<file path="src/rtl/ext_arb_pkg.sv">
// Package: shared codes and source count for the external interrupt arbiter.
// Assumes: the code value equals the source's position in the scan and its mask bit.
package ext_arb_pkg;

    localparam int unsigned NUM_SRC = 8;

    typedef enum logic [2:0] {
        EXC_KEY   = 3'd0,
        EXC_MALF  = 3'd1,
        EXC_EMER  = 3'd2,
        EXC_XCALL = 3'd3,
        EXC_CLKC  = 3'd4,
        EXC_CPUT  = 3'd5,
        EXC_ITMR  = 3'd6,
        EXC_SVC   = 3'd7
    } ext_code_e;

endpackage

</file>
<file path="src/rtl/ext_arb_lowbit.sv">
// Module: finds the lowest set bit of a sender bitmap.
// Gives a one-hot of that bit and says whether any other bit is set.
// Assumes: purely combinational; the depth is a ripple of N OR gates.
module ext_arb_lowbit #(
    parameter int unsigned N = 8
) (
    input  logic [N-1:0] map,
    output logic         found,
    output logic [N-1:0] first_oh,
    output logic         rest_any
);

    // below[i]: some bit under position i is set
    logic [N:0] below;

    assign below[0] = 1'b0;

    generate
        for (genvar i = 0; i < N; i++) begin : g_scan
            assign below[i+1]  = below[i] | map[i];
            assign first_oh[i] = map[i] & ~below[i];
        end
    endgenerate

    assign found    = below[N];
    assign rest_any = |(map & ~first_oh);

endmodule

</file>
<file path="src/rtl/ext_arb_prio.sv">
// Module: combinational priority scan over the eight external sources.
// Works out the next take, code, address, parameter and clear pulses.
// Assumes: its inputs are stable at the sampling edge; the caller registers the result.
module ext_arb_prio
    import ext_arb_pkg::*;
#(
    parameter int unsigned SENDERS = 8,
    parameter int unsigned ADDR_W  = 8,
    parameter int unsigned TIME_W  = 64,
    parameter int unsigned PARM_W  = 32
) (
    input  logic                guest_mode,
    input  logic [NUM_SRC-1:0]  src_mask,
    input  logic                key_pend,
    input  logic                malf_pend,
    input  logic [SENDERS-1:0]  malf_map,
    input  logic                emer_pend,
    input  logic [SENDERS-1:0]  emer_map,
    input  logic                xcall_pend,
    input  logic [ADDR_W-1:0]   xcall_addr,
    input  logic [TIME_W-1:0]   tod_value,
    input  logic [TIME_W-1:0]   clkc_value,
    input  logic [TIME_W-1:0]   cpu_timer,
    input  logic                itmr_pend,
    input  logic                svc_pend,
    input  logic [PARM_W-1:0]   svc_parm,
    output logic                nx_take,
    output logic [2:0]          nx_code,
    output logic [ADDR_W-1:0]   nx_addr,
    output logic [PARM_W-1:0]   nx_parm,
    output logic                nx_clr_key,
    output logic                nx_clr_malf_sum,
    output logic [SENDERS-1:0]  nx_clr_malf_bit,
    output logic                nx_clr_emer_sum,
    output logic [SENDERS-1:0]  nx_clr_emer_bit,
    output logic                nx_clr_xcall,
    output logic                nx_clr_itmr,
    output logic                nx_clr_svc
);

    localparam int unsigned IDX_W = (SENDERS > 1) ? $clog2(SENDERS) : 1;

    logic               malf_found, malf_rest;
    logic [SENDERS-1:0] malf_oh;
    logic               emer_found, emer_rest;
    logic [SENDERS-1:0] emer_oh;
    logic [IDX_W-1:0]   emer_idx;

    ext_arb_lowbit #(.N(SENDERS)) u_malf_pick (
        .map      (malf_map),
        .found    (malf_found),
        .first_oh (malf_oh),
        .rest_any (malf_rest)
    );

    ext_arb_lowbit #(.N(SENDERS)) u_emer_pick (
        .map      (emer_map),
        .found    (emer_found),
        .first_oh (emer_oh),
        .rest_any (emer_rest)
    );

    // Encode the chosen emergency sender's one-hot into its index
    always_comb begin
        emer_idx = '0;
        for (int i = 0; i < SENDERS; i++) begin
            if (emer_oh[i]) emer_idx = emer_idx | IDX_W'(i);
        end
    end

    logic act_key, act_malf, act_emer, act_xcall;
    logic act_clkc, act_cput, act_itmr, act_svc;

    assign act_key   = key_pend   & src_mask[EXC_KEY]   & ~guest_mode;
    assign act_malf  = malf_pend  & src_mask[EXC_MALF];
    assign act_emer  = emer_pend  & src_mask[EXC_EMER];
    assign act_xcall = xcall_pend & src_mask[EXC_XCALL];
    assign act_clkc  = (tod_value > clkc_value) & src_mask[EXC_CLKC];
    assign act_cput  = ($signed(cpu_timer) < 0) & src_mask[EXC_CPUT];
    assign act_itmr  = itmr_pend  & src_mask[EXC_ITMR];
    assign act_svc   = svc_pend   & src_mask[EXC_SVC] & ~guest_mode;

    // Walk the sources in fixed order and build the result of the first active one
    always_comb begin
        nx_take         = 1'b0;
        nx_code         = EXC_KEY;
        nx_addr         = '0;
        nx_parm         = '0;
        nx_clr_key      = 1'b0;
        nx_clr_malf_sum = 1'b0;
        nx_clr_malf_bit = '0;
        nx_clr_emer_sum = 1'b0;
        nx_clr_emer_bit = '0;
        nx_clr_xcall    = 1'b0;
        nx_clr_itmr     = 1'b0;
        nx_clr_svc      = 1'b0;
        if (act_key) begin
            nx_take    = 1'b1;
            nx_code    = EXC_KEY;
            nx_clr_key = 1'b1;
        end else if (act_malf) begin
            if (malf_found) begin
                nx_take         = 1'b1;
                nx_code         = EXC_MALF;
                nx_clr_malf_bit = malf_oh;
                nx_clr_malf_sum = ~malf_rest;
            end else begin
                nx_clr_malf_sum = 1'b1;
            end
        end else if (act_emer) begin
            if (emer_found) begin
                nx_take         = 1'b1;
                nx_code         = EXC_EMER;
                nx_addr         = ADDR_W'(emer_idx);
                nx_clr_emer_bit = emer_oh;
                nx_clr_emer_sum = ~emer_rest;
            end else begin
                nx_clr_emer_sum = 1'b1;
            end
        end else if (act_xcall) begin
            nx_take      = 1'b1;
            nx_code      = EXC_XCALL;
            nx_addr      = xcall_addr;
            nx_clr_xcall = 1'b1;
        end else if (act_clkc) begin
            nx_take = 1'b1;
            nx_code = EXC_CLKC;
        end else if (act_cput) begin
            nx_take = 1'b1;
            nx_code = EXC_CPUT;
        end else if (act_itmr) begin
            nx_take     = 1'b1;
            nx_code     = EXC_ITMR;
            nx_clr_itmr = 1'b1;
        end else if (act_svc) begin
            nx_take    = 1'b1;
            nx_code    = EXC_SVC;
            nx_parm    = svc_parm;
            nx_clr_svc = 1'b1;
        end
    end

endmodule

</file>
<file path="src/rtl/ext_irq_arbiter.sv">
// Module: top of the external interrupt arbiter.
// Samples a request, runs the priority scan and registers a one-cycle result.
// Assumes: the owners of the pending flags apply the clear pulses at the edge
// that ends the strobe cycle; a request on the edge straight after an accepted
// one is not evaluated, so it never sees flags that are about to be cleared.
module ext_irq_arbiter
    import ext_arb_pkg::*;
#(
    parameter int unsigned SENDERS = 8,
    parameter int unsigned ADDR_W  = 8,
    parameter int unsigned TIME_W  = 64,
    parameter int unsigned PARM_W  = 32
) (
    input  logic                clk,
    input  logic                rst_n,
    input  logic                eval_req,
    input  logic                ext_enable,
    input  logic                guest_mode,
    input  logic [NUM_SRC-1:0]  src_mask,
    input  logic                key_pend,
    input  logic                malf_pend,
    input  logic [SENDERS-1:0]  malf_map,
    input  logic                emer_pend,
    input  logic [SENDERS-1:0]  emer_map,
    input  logic                xcall_pend,
    input  logic [ADDR_W-1:0]   xcall_addr,
    input  logic [TIME_W-1:0]   tod_value,
    input  logic [TIME_W-1:0]   clkc_value,
    input  logic [TIME_W-1:0]   cpu_timer,
    input  logic                itmr_pend,
    input  logic                svc_pend,
    input  logic [PARM_W-1:0]   svc_parm,
    output logic                take,
    output logic [2:0]          take_code,
    output logic [ADDR_W-1:0]   take_addr,
    output logic [PARM_W-1:0]   take_parm,
    output logic                clr_key,
    output logic                clr_malf_sum,
    output logic [SENDERS-1:0]  clr_malf_bit,
    output logic                clr_emer_sum,
    output logic [SENDERS-1:0]  clr_emer_bit,
    output logic                clr_xcall,
    output logic                clr_itmr,
    output logic                clr_svc
);

    logic               nx_take;
    logic [2:0]         nx_code;
    logic [ADDR_W-1:0]  nx_addr;
    logic [PARM_W-1:0]  nx_parm;
    logic               nx_clr_key, nx_clr_malf_sum, nx_clr_emer_sum;
    logic [SENDERS-1:0] nx_clr_malf_bit, nx_clr_emer_bit;
    logic               nx_clr_xcall, nx_clr_itmr, nx_clr_svc;

    logic eval_go;
    logic eval_go_q;

    ext_arb_prio #(
        .SENDERS (SENDERS),
        .ADDR_W  (ADDR_W),
        .TIME_W  (TIME_W),
        .PARM_W  (PARM_W)
    ) u_prio (
        .guest_mode      (guest_mode),
        .src_mask        (src_mask),
        .key_pend        (key_pend),
        .malf_pend       (malf_pend),
        .malf_map        (malf_map),
        .emer_pend       (emer_pend),
        .emer_map        (emer_map),
        .xcall_pend      (xcall_pend),
        .xcall_addr      (xcall_addr),
        .tod_value       (tod_value),
        .clkc_value      (clkc_value),
        .cpu_timer       (cpu_timer),
        .itmr_pend       (itmr_pend),
        .svc_pend        (svc_pend),
        .svc_parm        (svc_parm),
        .nx_take         (nx_take),
        .nx_code         (nx_code),
        .nx_addr         (nx_addr),
        .nx_parm         (nx_parm),
        .nx_clr_key      (nx_clr_key),
        .nx_clr_malf_sum (nx_clr_malf_sum),
        .nx_clr_malf_bit (nx_clr_malf_bit),
        .nx_clr_emer_sum (nx_clr_emer_sum),
        .nx_clr_emer_bit (nx_clr_emer_bit),
        .nx_clr_xcall    (nx_clr_xcall),
        .nx_clr_itmr     (nx_clr_itmr),
        .nx_clr_svc      (nx_clr_svc)
    );

    // Accept a request only if the previous edge did not accept one
    assign eval_go = eval_req & ext_enable & ~eval_go_q;

    // Remember that a request was accepted, to block the next edge
    always_ff @(posedge clk) begin
        if (!rst_n) eval_go_q <= 1'b0;
        else        eval_go_q <= eval_go;
    end

    // Register the scan result for one cycle, zero otherwise
    always_ff @(posedge clk) begin
        if (!rst_n || !eval_go) begin
            take         <= 1'b0;
            take_code    <= '0;
            take_addr    <= '0;
            take_parm    <= '0;
            clr_key      <= 1'b0;
            clr_malf_sum <= 1'b0;
            clr_malf_bit <= '0;
            clr_emer_sum <= 1'b0;
            clr_emer_bit <= '0;
            clr_xcall    <= 1'b0;
            clr_itmr     <= 1'b0;
            clr_svc      <= 1'b0;
        end else begin
            take         <= nx_take;
            take_code    <= nx_code;
            take_addr    <= nx_addr;
            take_parm    <= nx_parm;
            clr_key      <= nx_clr_key;
            clr_malf_sum <= nx_clr_malf_sum;
            clr_malf_bit <= nx_clr_malf_bit;
            clr_emer_sum <= nx_clr_emer_sum;
            clr_emer_bit <= nx_clr_emer_bit;
            clr_xcall    <= nx_clr_xcall;
            clr_itmr     <= nx_clr_itmr;
            clr_svc      <= nx_clr_svc;
        end
    end

endmodule

</file>
<file path="config.mk">
export PLATFORM = sky130hd
export DESIGN_NAME = ext_irq_arbiter
export DESIGN_NICKNAME = d
export VERILOG_FILES = /design/src/rtl/ext_arb_pkg.sv /design/src/rtl/ext_arb_lowbit.sv /design/src/rtl/ext_arb_prio.sv /design/src/rtl/ext_irq_arbiter.sv
export SDC_FILE = /design/constraint.sdc
export NUM_CORES = 1
export LEC_CHECK = 0
export BUFFER_PORTS_ARGS = -buffer_cell sky130_fd_sc_hd__buf_2
export CAP_MARGIN = 20
export CORE_AREA = 2 2 131 133
export DETAILED_ROUTE_END_ITERATION = 7
export DIE_AREA = 0 0 133 135
export GPL_TIMING_DRIVEN = 0
export PLACE_DENSITY = 0.61
export SLEW_MARGIN = 5
export SYNTH_ARGS = -nofsm -noshare
export SYNTH_HDL_FRONTEND = slang
export SYNTH_SLANG_ARGS = --single-unit
</file>
<file path="constraint.sdc">
create_clock -name clk -period 2.01 [get_ports clk]
set_input_delay 0 -clock clk [delete_from_list [all_inputs] [get_ports clk]]
set_output_delay 0 -clock clk [all_outputs]
set_load 0.05 [all_outputs]
</file>
Yosys cells after proc, flatten, opt, wreduce, memory -nomap -nowiden. Cells that the tools add are included.

Flip-flop bits (word level): 67. ROM bits: 0. Input bits: 267. Memories kept: 0. Memory bits (writable): 0. Word-level logic and storage cells: 131. Output and inout port bits: 66. Latch bits: 0.

Reductions and logical operators: 15. Equality and inequality tests: 0. Bitwise gates (word level): 67. Add/subtract/negate cells: 0. Shifts and indexed selects: 0. Divide/modulo/power cells: 0. $lt $le $gt $ge: 2. $mul: 0. Muxes and demuxes: 34.

Operators by type and width (number): > comparator 64 bit (1); < comparator 64 x 1 -> 1 bit (second input constant) (1); two-way mux 3 bit (12); AND 1 bit (26); OR reduction 8 bit (3); inverter 1 bit (23); two-way mux 1 bit (17); AND 8 bit (2); two-way mux 8 bit (2); inverter 8 bit (2); OR 1 bit (14); OR reduction 4 bit (3); OR reduction 9 bit (1); OR reduction 7 bit (1); two-way mux 2 bit (3); OR reduction 3 bit (2); OR reduction 5 bit (1); zero test 1 bit (2); OR reduction 2 bit (1); logical OR 1 bit (1).

Longest topological paths before layout.
Depth in word-level cells: 13. Mapped depth: 10.

By module. From an unflattened synthesis, not the netlist that was laid out.

Cells, all modules: 533. Area total of the unflattened synthesis: 4545.6 µm².

Modules (own cells, without submodules): ext_arb_prio (seq. area each 0.0 µm², instances 1, cells an instance 348, area an instance 2419.8 µm²); ext_irq_arbiter (seq. area each 1341.3 µm², instances 1, cells an instance 141, area an instance 1818.0 µm²); ext_arb_lowbit (seq. area each 0.0 µm², instances 2, cells an instance 22, area an instance 153.9 µm²).

Worst setup path after synthesis. No wires, ideal clock.

Kind: input port to flip-flop. From: in clkc_value[15]. To: reg take_parm[0]. Setup slack: 0.183 ns. Setup time: 0.111 ns. Stages on the path: 10. Data arrival time: 1.717 ns. Path buffers: 1. Required time: 1.899 ns. Path through: inv_1 -> ha_1 -> nand4_1 -> nor4_1 -> a21bo_2 -> a31oi_2 -> nor4_2 -> o211ai_4 -> buf_6 -> nor2_1.

Word-level cells in the longest chain between the ends: 3.

Ends and longest elaborated chain: start: declaration (RTL line ext_irq_arbiter.sv:28) `input logic [TIME_W-1:0] clkc_value,`; > comparator 64 bit (RTL line ext_arb_prio.sv:78) `assign act_clkc = (tod_value > clkc_value) & src_mask[EXC_CLKC];`; AND 1 bit (RTL line ext_arb_prio.sv:78); OR reduction 9 bit (no line); end signal: assignment (RTL line ext_irq_arbiter.sv:121) `take_parm <= nx_parm;`; end: declaration (RTL line ext_irq_arbiter.sv:36) `output logic [PARM_W-1:0] take_parm,`.

Every way passes these cells. A chain may end at the register's enable or synchronous reset.

Worst setup path in the final report.
From: in emer_map[3]. To: reg take.

Word-level cells in the longest chain between the ends: 9.

Ends and longest elaborated chain: start: declaration (RTL line ext_irq_arbiter.sv:24) `input logic [SENDERS-1:0] emer_map,`; OR 1 bit (5 in series) (RTL line ext_arb_lowbit.sv:20) `assign below[i+1] = below[i] | map[i];`; two-way mux 1 bit (RTL line ext_arb_prio.sv:111) `if (emer_found) begin`; two-way mux 1 bit (RTL line ext_arb_prio.sv:110) `end else if (act_emer) begin`; two-way mux 1 bit (RTL line ext_arb_prio.sv:101) `end else if (act_malf) begin`; two-way mux 1 bit (RTL line ext_arb_prio.sv:97) `if (act_key) begin`; end signal: assignment (RTL line ext_irq_arbiter.sv:118) `take <= nx_take;`; end: declaration (RTL line ext_irq_arbiter.sv:33) `output logic take,`.

Every way passes these cells.

==> flow_metrics.tcl <==
set metrics [dict create \
    status "complete, no violations" \
    ant_nets 0 \
    area_growth_pct 70.52 \
    layout_setup_ws_ns 0.05480 \
    antenna_found_initial 2 \
    viasPerCell 4.164 \
    hold_class "input port to register" \
    place.gp.congestion 0.8330 \
    synth_seq_cells 67 \
    fin_util_pct 40.85 \
    path_clk_slew_ns 0.06 \
    ir_drop_uv 447.4 \
    cts_tree "yes" \
    io_buffers 269 \
    holdWs_ns 0.01460 \
    relSlewSlack_pct 54.91 \
    yosys-top-cells-area "dfxtp_1, ha_1, inv_1, nor2_1, a21oi_1" \
    synth_top_flop_cell "dfxtp_1" \
    drtIter0Drc 71 \
    fin_cells 1046 \
    synth-edff-count 0 \
    avgSynthCellArea_um2 8.239 \
    final_cell_mix "buf_2, inv_1, dfxtp_1" \
    syn-num-nets 808 \
    skew_ns 0.005111 \
    start_util_pct 23.95 \
    required_ns 2.22 \
    ys_warn_count 0 \
    place_area_mm2 0.005552 \
    synthArstFlopShare_pct 0 \
    fp-row-count 47 \
    dpl_worst_slack_ns -0.6002 \
    clock_latency_ns 0.33 \
    dpl.cell_count 966 \
    htree_levels 3 \
    core_mm2 0.01641 \
    drc 0 \
    root_buffer "clkbuf_16" \
    cp_max_fo 6 \
    cts.sinks 67 \
    p_total_mw 3.761 \
    dr.pass1.iters 4 \
    powerDensity_mw_per_mm2 561.3 \
    max_freq_ghz 0.5115 \
    grtUsageTotal_pct 14.02 \
    ys_seq_area_share_pct 34.13 \
    stdcell_area_mm2 0.006701 \
    dp_hpwl_mm 10.67 \
    p_leak_nw 3.737 \
    endpoint_kind "register" \
    die_area_mm2 0.01796 \
    yosys.cell_types.count 50 \
    first_global_vias 4396 \
    startpoint_type "input port" \
    ff2ff_path_depth 4 \
    netlist.area_leader.share_pct 34.13 \
    layout_commonest_cell "buf_2" \
    finalHoldViolCount 0 \
    wirelength_mm 13.12 \
    vias 4356 \
    drive_gt1_share_pct 40.00 \
    yosysTopAreaCell "dfxtp_1" \
    setup_tns_ns 0 \
    critPathKind "input port to register" \
    cts_buffer_depth 2 \
    setup_viol 0 \
    die_w_um 133 \
    fin_nets 1151 \
    slew_violations 0 \
    drv_cap 0 \
    fin_crit_sh_pct 97.27 \
    reg2reg_to "clr_malf_bit[5]" \
    grt_max_degree 14 \
    min_period_ns 1.955 \
    wl_per_cell_um 12.54 \
    cp.arrival_ns 2.17 \
    dieHeight_um 135 \
    worstSetupStartpoint "emer_map[3]" \
    cts_made_buffers 9 \
    overflow 0 \
    critPathCapture "take" \
    rrSetupSlack_ns 0.22 \
    grt_pass1_wl_mm 19.95 \
    synth_area_mm2 0.003930 \
    worst_pin_slew_ns 0.6739 \
    postSynthCellCount 477 \
    r2r-start "eval_go_q" \
    floorplan.io_pins 333 \
]
==> synthesized netlist by cell type (2+ instances only) <==
cell type,count
nand3_1,5
and4_1,2
and3b_1,2
and4b_1,2
nand2b_1,2
nand2_1,28
inv_1,104
dfxtp_1,67
nor2_1,53
a21oi_1,37
nor3_1,10
ha_1,64
nor3b_1,2
and3_1,5
o21ai_1,2
buf_6,3
a22oi_1,2
a221oi_1,3
a22o_1,3
nand4_1,14
o21ai_0,19
maj3_1,4
and2_1,11
or3_4,3
nor4_1,5
==> worst max-delay path: stages <==
cell and delay (ns):
dlygate4sd3_1 0.53, buf_2 0.15, or4_1 0.42, nand2b_4 0.18
or3_4 0.37, nor2_1 0.17, o211ai_2 0.12, o21ai_1 0.18
a21oi_2 0.05
==> sequential cells by signal, summed over array words and instances, names as in the netlist <==
register,count
clr_xcall,1
clr_emer_sum,1
eval_go_q,1
clr_itmr,1
clr_key,1
take,1
clr_malf_bit,8
take_addr,8
clr_malf_sum,1
take_code,3
take_parm,32
clr_emer_bit,8
clr_svc,1
==> how the worst min path moves through the flow <==
stage                     depth (start not counted)              end          start  slack, ns
after floorplan                                   1  clr_emer_bit[1]    emer_map[0]       0.08
after global placement                            2     take_addr[5]  xcall_addr[5]       0.20
after detailed placement                          2     take_addr[5]  xcall_addr[5]       0.20
after CTS                                         3  clr_malf_bit[4]    malf_map[3]     0.0004
after global routing                              3  clr_malf_bit[4]    malf_map[3]       0.02
final                                             3  clr_malf_bit[4]    malf_map[3]       0.01
==> routing by layer <==
metal  vias to the layer above  track usage [%]  routed length, um
met1                      1842            14.20               5067
li1                       2280                -                  -
met5                         -                0                 13
met3                        18            4.992               1292
met2                       214            26.60               6504
met4                         2            4.839                243
==> report_power, final <==
part | total (mW) | internal [mW] | switching [mW]
combinational | 0.752 | 0.393 | 0.358
clock | 1.67 | 1.09 | 0.580
sequential | 1.34 | 1.34 | 0.00189
total | 3.76 | 2.82 | 0.940
==> repair_timing <==
action | CTS | global route
cloned | 0 | 1
gates resized for setup | 8 | 23
hold buffers | 59 | 0
setup endpoints to repair | 39 | 45
buffers inserted | 4 | 2
endpoints found under the hold margin | 58 | 0
pin swaps | 5 | 12
==> logic make-up after synthesis <==
group / after synthesis / share of synthesized area [%]
fa+ha+maj: 68 / 21.39
flops: 67 / 34.13
compound gates: 77 / 12.00
simple gates: 157 / 21.59
buf+inv: 108 / 10.89
==> cell type report <==
type,count,area [um2]
antenna,1,2.502
buffer,3,41.29
clock buffer,9,225.2
clock inverter,7,100.1
fill,1642,9706
inverter,104,390.4
multi-input combinational,302,2312
sequential,67,1341
tap,220,275.3
timing repair buffer,333,2013
No activity file was read; power rests on OpenSTA's default activity.
